$ cat src/rtl/lmc_pkg.sv
package lmc_pkg;
  typedef enum logic [2:0] {
    CMD_NOP  = 3'd0,
    CMD_SAVE = 3'd1,
    CMD_IF   = 3'd2,
    CMD_ELSE = 3'd3,
    CMD_REST = 3'd4
  } lmc_cmd_e;
endpackage

$ cat src/rtl/lmc_stack.sv
module lmc_stack #(
  parameter int WIDTH = 64,
  parameter int DEPTH = 8
) (
  input  logic             clk_i,
  input  logic             rst_ni,
  input  logic             push_i,
  input  logic             pop_i,
  input  logic [WIDTH-1:0] data_i,
  output logic [WIDTH-1:0] top_o,
  output logic             full_o,
  output logic             empty_o
);
  localparam int CW = $clog2(DEPTH + 1);
  localparam int AW = (DEPTH > 1) ? $clog2(DEPTH) : 1;

  logic [WIDTH-1:0] mem_q [DEPTH];
  logic [CW-1:0]    cnt_q;
  logic [CW-1:0]    cnt_m1;

  assign cnt_m1  = cnt_q - 1'b1;
  assign full_o  = (cnt_q == CW'(DEPTH));
  assign empty_o = (cnt_q == '0);
  assign top_o   = empty_o ? '0 : mem_q[cnt_m1[AW-1:0]];

  always_ff @(posedge clk_i or negedge rst_ni) begin
    if (!rst_ni) begin
      cnt_q <= '0;
    end else if (push_i && !full_o) begin
      cnt_q <= cnt_q + 1'b1;
    end else if (pop_i && !empty_o) begin
      cnt_q <= cnt_m1;
    end
  end

  for (genvar g = 0; g < DEPTH; g++) begin : g_ent
    always_ff @(posedge clk_i or negedge rst_ni) begin
      if (!rst_ni) begin
        mem_q[g] <= '0;
      end else if (push_i && !full_o && cnt_q == CW'(g)) begin
        mem_q[g] <= data_i;
      end
    end
  end
endmodule

$ cat src/rtl/lmc_mask_unit.sv
module lmc_mask_unit
  import lmc_pkg::*;
#(
  parameter int LANES = 64
) (
  input  lmc_cmd_e         cmd_i,
  input  logic [LANES-1:0] cond_i,
  input  logic [LANES-1:0] exec_i,
  input  logic [LANES-1:0] top_i,
  input  logic             empty_i,
  input  logic             full_i,
  output logic [LANES-1:0] exec_d_o,
  output logic             push_o,
  output logic             pop_o,
  output logic             sif_d_o,
  output logic             selse_d_o,
  output logic             err_set_o
);
  always_comb begin
    exec_d_o  = exec_i;
    push_o    = 1'b0;
    pop_o     = 1'b0;
    sif_d_o   = 1'b0;
    selse_d_o = 1'b0;
    err_set_o = 1'b0;
    unique case (cmd_i)
      CMD_SAVE: begin
        if (full_i) err_set_o = 1'b1;
        else        push_o    = 1'b1;
      end
      CMD_IF: begin
        exec_d_o = cond_i & exec_i;
        sif_d_o  = ~|(cond_i & exec_i);
      end
      CMD_ELSE: begin
        if (empty_i) begin
          err_set_o = 1'b1;
        end else begin
          exec_d_o  = top_i & ~exec_i;
          selse_d_o = ~|(top_i & ~exec_i);
        end
      end
      CMD_REST: begin
        if (empty_i) begin
          err_set_o = 1'b1;
        end else begin
          exec_d_o = top_i;
          pop_o    = 1'b1;
        end
      end
      default: ;
    endcase
  end
endmodule

$ cat src/rtl/lane_mask_ctrl.sv
module lane_mask_ctrl
  import lmc_pkg::*;
#(
  parameter int LANES = 64,
  parameter int DEPTH = 8
) (
  input  logic             clk_i,
  input  logic             rst_ni,
  input  logic [2:0]       cmd_i,
  input  logic [LANES-1:0] cond_i,
  output logic [LANES-1:0] exec_mask_o,
  output logic [LANES-1:0] lane_we_o,
  output logic             skip_if_o,
  output logic             skip_else_o,
  output logic             err_o
);
  logic [LANES-1:0] exec_q, exec_d, top;
  logic push, pop, full, empty, sif_d, selse_d, err_set;
  logic sif_q, selse_q, err_q;
  lmc_cmd_e cmd;

  assign cmd = lmc_cmd_e'(cmd_i);

  lmc_mask_unit #(.LANES(LANES)) u_unit (
    .cmd_i    (cmd),
    .cond_i   (cond_i),
    .exec_i   (exec_q),
    .top_i    (top),
    .empty_i  (empty),
    .full_i   (full),
    .exec_d_o (exec_d),
    .push_o   (push),
    .pop_o    (pop),
    .sif_d_o  (sif_d),
    .selse_d_o(selse_d),
    .err_set_o(err_set)
  );

  lmc_stack #(.WIDTH(LANES), .DEPTH(DEPTH)) u_stack (
    .clk_i  (clk_i),
    .rst_ni (rst_ni),
    .push_i (push),
    .pop_i  (pop),
    .data_i (exec_q),
    .top_o  (top),
    .full_o (full),
    .empty_o(empty)
  );

  always_ff @(posedge clk_i or negedge rst_ni) begin
    if (!rst_ni) begin
      exec_q  <= '1;
      sif_q   <= 1'b0;
      selse_q <= 1'b0;
      err_q   <= 1'b0;
    end else begin
      exec_q  <= exec_d;
      sif_q   <= sif_d;
      selse_q <= selse_d;
      err_q   <= err_q | err_set;
    end
  end

  assign exec_mask_o = exec_q;
  assign lane_we_o   = exec_q;
  assign skip_if_o   = sif_q;
  assign skip_else_o = selse_q;
  assign err_o       = err_q;
endmodule

$ cat config.mk
export PLATFORM = sky130hd
export DESIGN_NAME = lane_mask_ctrl
export DESIGN_NICKNAME = d
export VERILOG_FILES = /design/src/rtl/lmc_pkg.sv /design/src/rtl/lmc_stack.sv /design/src/rtl/lmc_mask_unit.sv /design/src/rtl/lane_mask_ctrl.sv
export SDC_FILE = /design/constraint.sdc
export NUM_CORES = 1
export LEC_CHECK = 0
export BUFFER_PORTS_ARGS = -buffer_cell sky130_fd_sc_hd__buf_4
export CORE_ASPECT_RATIO = 0.9
export CORE_MARGIN = 2
export CORE_UTILIZATION = 50
export DETAILED_ROUTE_END_ITERATION = 12
export PLACE_DENSITY = 0.68
export SETUP_SLACK_MARGIN = 0.3
export SYNTH_ARGS = -nofsm -noshare
export SYNTH_HDL_FRONTEND = slang
export SYNTH_SLANG_ARGS = --single-unit
export TNS_END_PERCENT = 5
$ cat constraint.sdc
create_clock -name clk_i -period 13.76 [get_ports clk_i]
set_input_delay 2.064 -clock clk_i [delete_from_list [all_inputs] [get_ports clk_i]]
set_output_delay 2.064 -clock clk_i [all_outputs]
set_load 0.02 [all_outputs]
Yosys cells after proc, flatten, opt, wreduce, memory -nomap -nowiden. Index checks and enable logic that the tools add are counted. W data, S select, Z words.

Register bits after elaboration: 583. Input bits: 69. Output and inout bits: 131. Logic and storage cells: 75.

Add/subtract/negate cells: 2. Order comparisons: 1. Eq/ne operators: 14. Muxes and demuxes: 19. Bitwise operators: 5. Reductions and logical operators: 21.

Operators by type and width (count): $mux W64 (5); $bmux W64 S3 (1); $pmux W64 S3 (1); $and A64 B64 Y64 (2); $reduce_or A64 Y1 (2); $not A64 Y64 (1); $eq A4 B3 Y1 const B (4); $logic_and A1 B1 Y1 (10); $mux W1 (9); $eq A4 B2 Y1 const B (2); $mux W4 (2); $eq A3 B2 Y1 const B (2); $add A4 B1 Y4 const B (1); $eq A4 B1 Y1 const B (1); $eq A4 B4 Y1 const B (1); $ge A4 B4 Y1 const B (1); $logic_not A1 Y1 (4); $logic_not A4 Y1 (1); $ne A2 B2 Y1 const B (2); $not A3 Y4 (1); $sub A4 B1 Y4 const B (1); $eq A3 B1 Y1 const B (1); $eq A3 B3 Y1 const B (1); $reduce_and A3 Y1 (1); 5 further kinds (5).

Logic depth before layout (Yosys ltp).
Depth in word-level cells: 11. Mapped depth: 18. Gate-level depth less buffers: 9.

Modules after synthesis. A second synthesis with hierarchy kept.

Cells, all modules: 1994. Area, all modules: 28195.8 um2.

Modules (own cells, without submodules): lmc_stack (times used 1, cells an instance 1367, area an instance 23068.4 um2, sequential area each 12912.4 um2); lmc_mask_unit (times used 1, cells an instance 495, area an instance 2884.0 um2, sequential area each 0.0 um2); lane_mask_ctrl (times used 1, cells an instance 132, area an instance 2243.4 um2, sequential area each 1756.7 um2).

Worst setup path before layout. OpenSTA, ideal clock, no wires.

Path kind: reg2reg. Start point: register u_stack.cnt_q[0]. End point: register selse_q, in the netlist skip_else_o. Setup time: 0.068 ns. Arrival time: 4.266 ns. Data required time: 13.692 ns. Slack: 9.426 ns. Stages on the path, launching flop included: 18. Path buffers: 9. Clock period less this slack: 4.334 ns. Cell sequence: dfrtp_1 > buf_6 > buf_12 > buf_6 > inv_2 > clkbuf_1 > buf_2 > buf_1 > ha_1 > buf_2 > buf_2 > buf_1 > mux4_2 > o2bb2ai_1 > nor4_1 > o2111ai_1 > o41ai_1 > and4bb_1.

Word-level cells in the longest chain between the ends: 11. Elaborated cells between the ends (all ways): 12. Those cells by class: 1 x add/sub; 6 x mux; 2 x bitwise; 3 x reduce/logical.

Ends and longest elaborated chain: from (decl) (line lmc_stack.sv:18) `logic [CW-1:0] cnt_q;`; from (signal assigned) (line lmc_stack.sv:30) `cnt_q <= cnt_q + 1'b1;`; from (signal assigned) (line lmc_stack.sv:32) `cnt_q <= cnt_m1;`; $sub A4 B1 Y4 (line lmc_stack.sv:21) `assign cnt_m1 = cnt_q - 1'b1;`; $not A3 Y4 (implied by the code) (line lmc_stack.sv:24) `assign top_o = empty_o ? '0 : mem_q[cnt_m1[AW-1:0]];`; $bmux W64 S3 (line lmc_stack.sv:24); $mux W64 (implied by the code) (2 in a row) (line lmc_stack.sv:24); $mux W64 (line lmc_stack.sv:24); $and A64 B64 Y64 (line lmc_mask_unit.sv:40) `selse_d_o = ~|(top_i & ~exec_i);`; $reduce_or A64 Y1 (line lmc_mask_unit.sv:40); $logic_not A1 Y1 (line lmc_mask_unit.sv:40); $mux W1 (*) (line lmc_mask_unit.sv:36) `if (empty_i) begin`; $mux W1 (*) (line lmc_mask_unit.sv:26) `unique case (cmd_i)`; named net selse_d (line lane_mask_ctrl.sv:18) `logic push, pop, full, empty, sif_d, selse_d, err_set;`; to (signal assigned) (line lane_mask_ctrl.sv:59) `selse_q <= selse_d;`; to (decl) (line lane_mask_ctrl.sv:19) `logic sif_q, selse_q, err_q;`.

Mark *: on every way through the listed nets, which the timed path passes. The rest lies on a longest branch. The select of a mux whose other input is x is not followed. A chain may end at the register's enable or synchronous reset.

Worst setup path in the final report. Ends and elaborated chain as after synthesis.

==> flow_metrics.tcl <==
set metrics [dict create \
    overflow 0 \
    p_per_area_nw_per_um2 227 \
    num_antenna_cells 0 \
    cp-end-kind "flop" \
    r2r-start "u_stack.cnt_q[0]" \
    cp_slowest_cell "dfrtp_4" \
    avgSynthCellArea_um2 11.7 \
    path_common_cell "buf_4" \
    ys_warn_count 0 \
    skew_ns 0.0201 \
    synthCells 2365 \
    clock-sinks 583 \
    ys_seq_area_share_pct 53.1 \
    worst-setup-path-type "reg2reg" \
    cp-startpoint "u_stack.cnt_q[0]" \
    ys_top_cells_by_count "dfrtp_1 (519), o21ai_0 (354), nand2_1 (335)" \
    row_count 81 \
    portBuffers 199 \
    ir_drop_uv 169 \
    yosysUniqueCellTypes 61 \
    max_cap_viol_count 0 \
    cts-resized-gates 0 \
    drt-total-wl_um 86700 \
    routedWlPerCell_um 27.4 \
    required_ns 14.31 \
    die_h_um 227 \
    ios 200 \
    post_cts_buffers 0 \
    worst_pin_slew_ns 1.32 \
    whs_path_depth 2 \
    finalSetupTns_ns 0 \
    cts_max_path_buffers 3 \
    worst-path-buf-inv 3 \
    via_count 20414 \
    hpwl_um 54800 \
    initial_core_util_pct 50.7 \
    rsz0062_at_grt "no" \
    synthToLayoutAreaGrowth_pct 12.6 \
    gp_congestion 0.886 \
    h-tree-depth 2 \
    drive_gt1_share_pct 31.4 \
    grt_pass1_vias 20292 \
    path_cells "inv_2 > ha_4 > buf_4 > buf_4 > mux4_2 > mux2i_1 > o22ai_1 > a211oi_1 > nand3_1 > o41ai_1 > and4bb_1" \
    stdcell_count 3161 \
    yosys-top-cells-area "dfrtp_1 (47%), mux2_2 (11%), mux4_2 (8.3%), o21ai_0 (6.4%), dfstp_2 (6.1%)" \
    track_usage_pct 30.9 \
    dr.pass1.iters 5 \
    leakagePower_nw 14.1 \
    drtIter0Drc 2413 \
    ys_ff_latch 583 \
    synth.top_cell.area_share_pct 47.0 \
    dieArea_um2 57100 \
    clk_pin_slew_worst_paths_ns 0.06 \
    chipWidth_um 252 \
    r2r_slack_ns 7.76 \
    synth.most_common_cell "dfrtp_1" \
    grt_pass1_wl_um 131000 \
    synth_ff_type "dfrtp_1" \
    syn_area_um2 27600 \
    min_path_type "reg2reg" \
    final_antenna_net_count 0 \
    fill_cells 4434 \
    hold_viol_final 0 \
    numCtsBuffers 58 \
    maxClockFrequency_ghz 0.167 \
    slew_viol_final 0 \
    path_max_fanout 54 \
    reg2regPathDepth 11 \
    status "completed" \
    critPathArrivalTime_ns 6.55 \
    grt_antenna_before_repair 1 \
    min-delay-start "u_stack.mem_q[463]" \
    period_needed_ns 6.00 \
    fp.coreArea_um2 54400 \
    final-setup-viol-count 0 \
    cp_top_family "buffers and inverters" \
    synth_edf_count 0 \
    cts_tree "yes" \
    maxSlewHeadroom_pct 9.71 \
    grt_start_max_net_pins 180 \
    synth_top_area_cell "dfrtp_1" \
    cts_hold_buf 0 \
    drc 0 \
    cp_slowest_stage_delay_ns 1.01 \
    fin_crit_sh_pct 43.6 \
    synth-async-reset-ratio_pct 100 \
    crit-reg2reg-capture "skip_else_o" \
    vias_per_cell 6.46 \
    whs_endpoint "u_stack.mem_q[463]" \
    syn_nets 2439 \
    clk_latency_ns 0.63 \
    final_nets 2483 \
    start_kind "flop" \
    dp.cells 3054 \
    cts_root_buffer "clkbuf_16" \
]
[per-stage QoR]
step | worst slack (ns) | instance area (um^2) | util (%) | total power, mW | hold slack (ns)
3_3_place_gp | 7.90 | 29000 | 53.3 | 5.26 | 0.454
2_1_floorplan | 9.43 | 27600 | - | 4.42 | 0.442
5_1_grt | 7.47 | 31100 | 57.1 | 7.37 | 0.488
6_report | 7.76 | 31100 | 57.1 | 7.05 | 0.475
4_1_cts | 7.84 | 31100 | 57.1 | 7.03 | 0.479
3_5_place_dp | 7.90 | 29000 | 53.3 | 5.33 | 0.465
[tightest hold or removal path, delay by kind of cell, from the launching register on]
| family | cells | cell delay [ns] |
|---|---|---|
| compound gates | 1 | 0.06 |
| flops | 1 | 0.33 |
| simple gates | 1 | 0.04 |
[registers in the layout, summed over array words and instances, names as in the netlist]
| signal | count |
|---|---|
| err_o | 1 |
| exec_mask_o | 64 |
| skip_else_o | 1 |
| skip_if_o | 1 |
| u_stack.cnt_q | 4 |
| u_stack.mem_q | 512 |
[where the power goes]
group	total (mW)	internal, mW	switching, mW
Clock	1.70	1.02	0.679
Sequential	2.71	2.23	0.477
Combinational	2.65	1.11	1.53
[area by class of cell]
cell class	count	area, um^2	share of cell area (%)
Tap cell	705	882	2.84
Clock inverter	16	236	0.761
Clock buffer	91	1830	5.88
Inverter	64	240	0.773
Multi-Input combinational cell	1475	11500	37.0
Timing Repair Buffer	227	1720	5.54
Sequential cell	583	14700	47.2
[routing by layer]
| layer | wire (um) | track usage, % | vias up |
|---|---|---|---|
| met1 | 35400 | 43.4 | 10493 |
| met5 | 0 | 0 | - |
| met4 | 3730 | 13.3 | 0 |
| met2 | 38400 | 45.8 | 1167 |
| li1 | - | - | 8542 |
| met3 | 9120 | 7.99 | 212 |
[cells in the final DEF, fill, tap and decap left out, drive strengths merged, types with 5 or more instances in the layout]
cell type    n
buf        227
nor2        47
a22oi       21
nand2      335
inv         64
o2111ai      6
clkinv       9
a32o         5
clkbuf      91
a21oi       74
mux4       112
o22ai       59
dfstp       64
o211ai      17
mux2       261
a22o        15
mux2i       57
nand4        5
bufinv       6
a221oi      15
a222oi       5
o21ai      354
dfrtp      519
nand3       18
ha           5
nor3         8
[logic make-up after synthesis]
kind of cell	after synthesis	synth area share [%]
buffers and inverters	307	5.60
xor gates and xnor gates	6	0.218
DFF	583	53.1
muxes	430	22.0
adders and majority gates	5	0.227
and+or+nand+nor	435	6.32
AOI/OAI and AO/OA	599	12.5
[worst max path at each step]
stage	endpoint	slack (ns)	depth (start not counted)
2_1_floorplan	skip_else_o	9.43	17
3_5_place_dp	skip_else_o	7.90	11
5_1_grt	skip_else_o	7.47	11
6_report	skip_else_o	7.76	11
3_3_place_gp	skip_else_o	7.90	11
4_1_cts	skip_else_o	7.84	11
No activity file was read; power rests on OpenSTA's default activity.
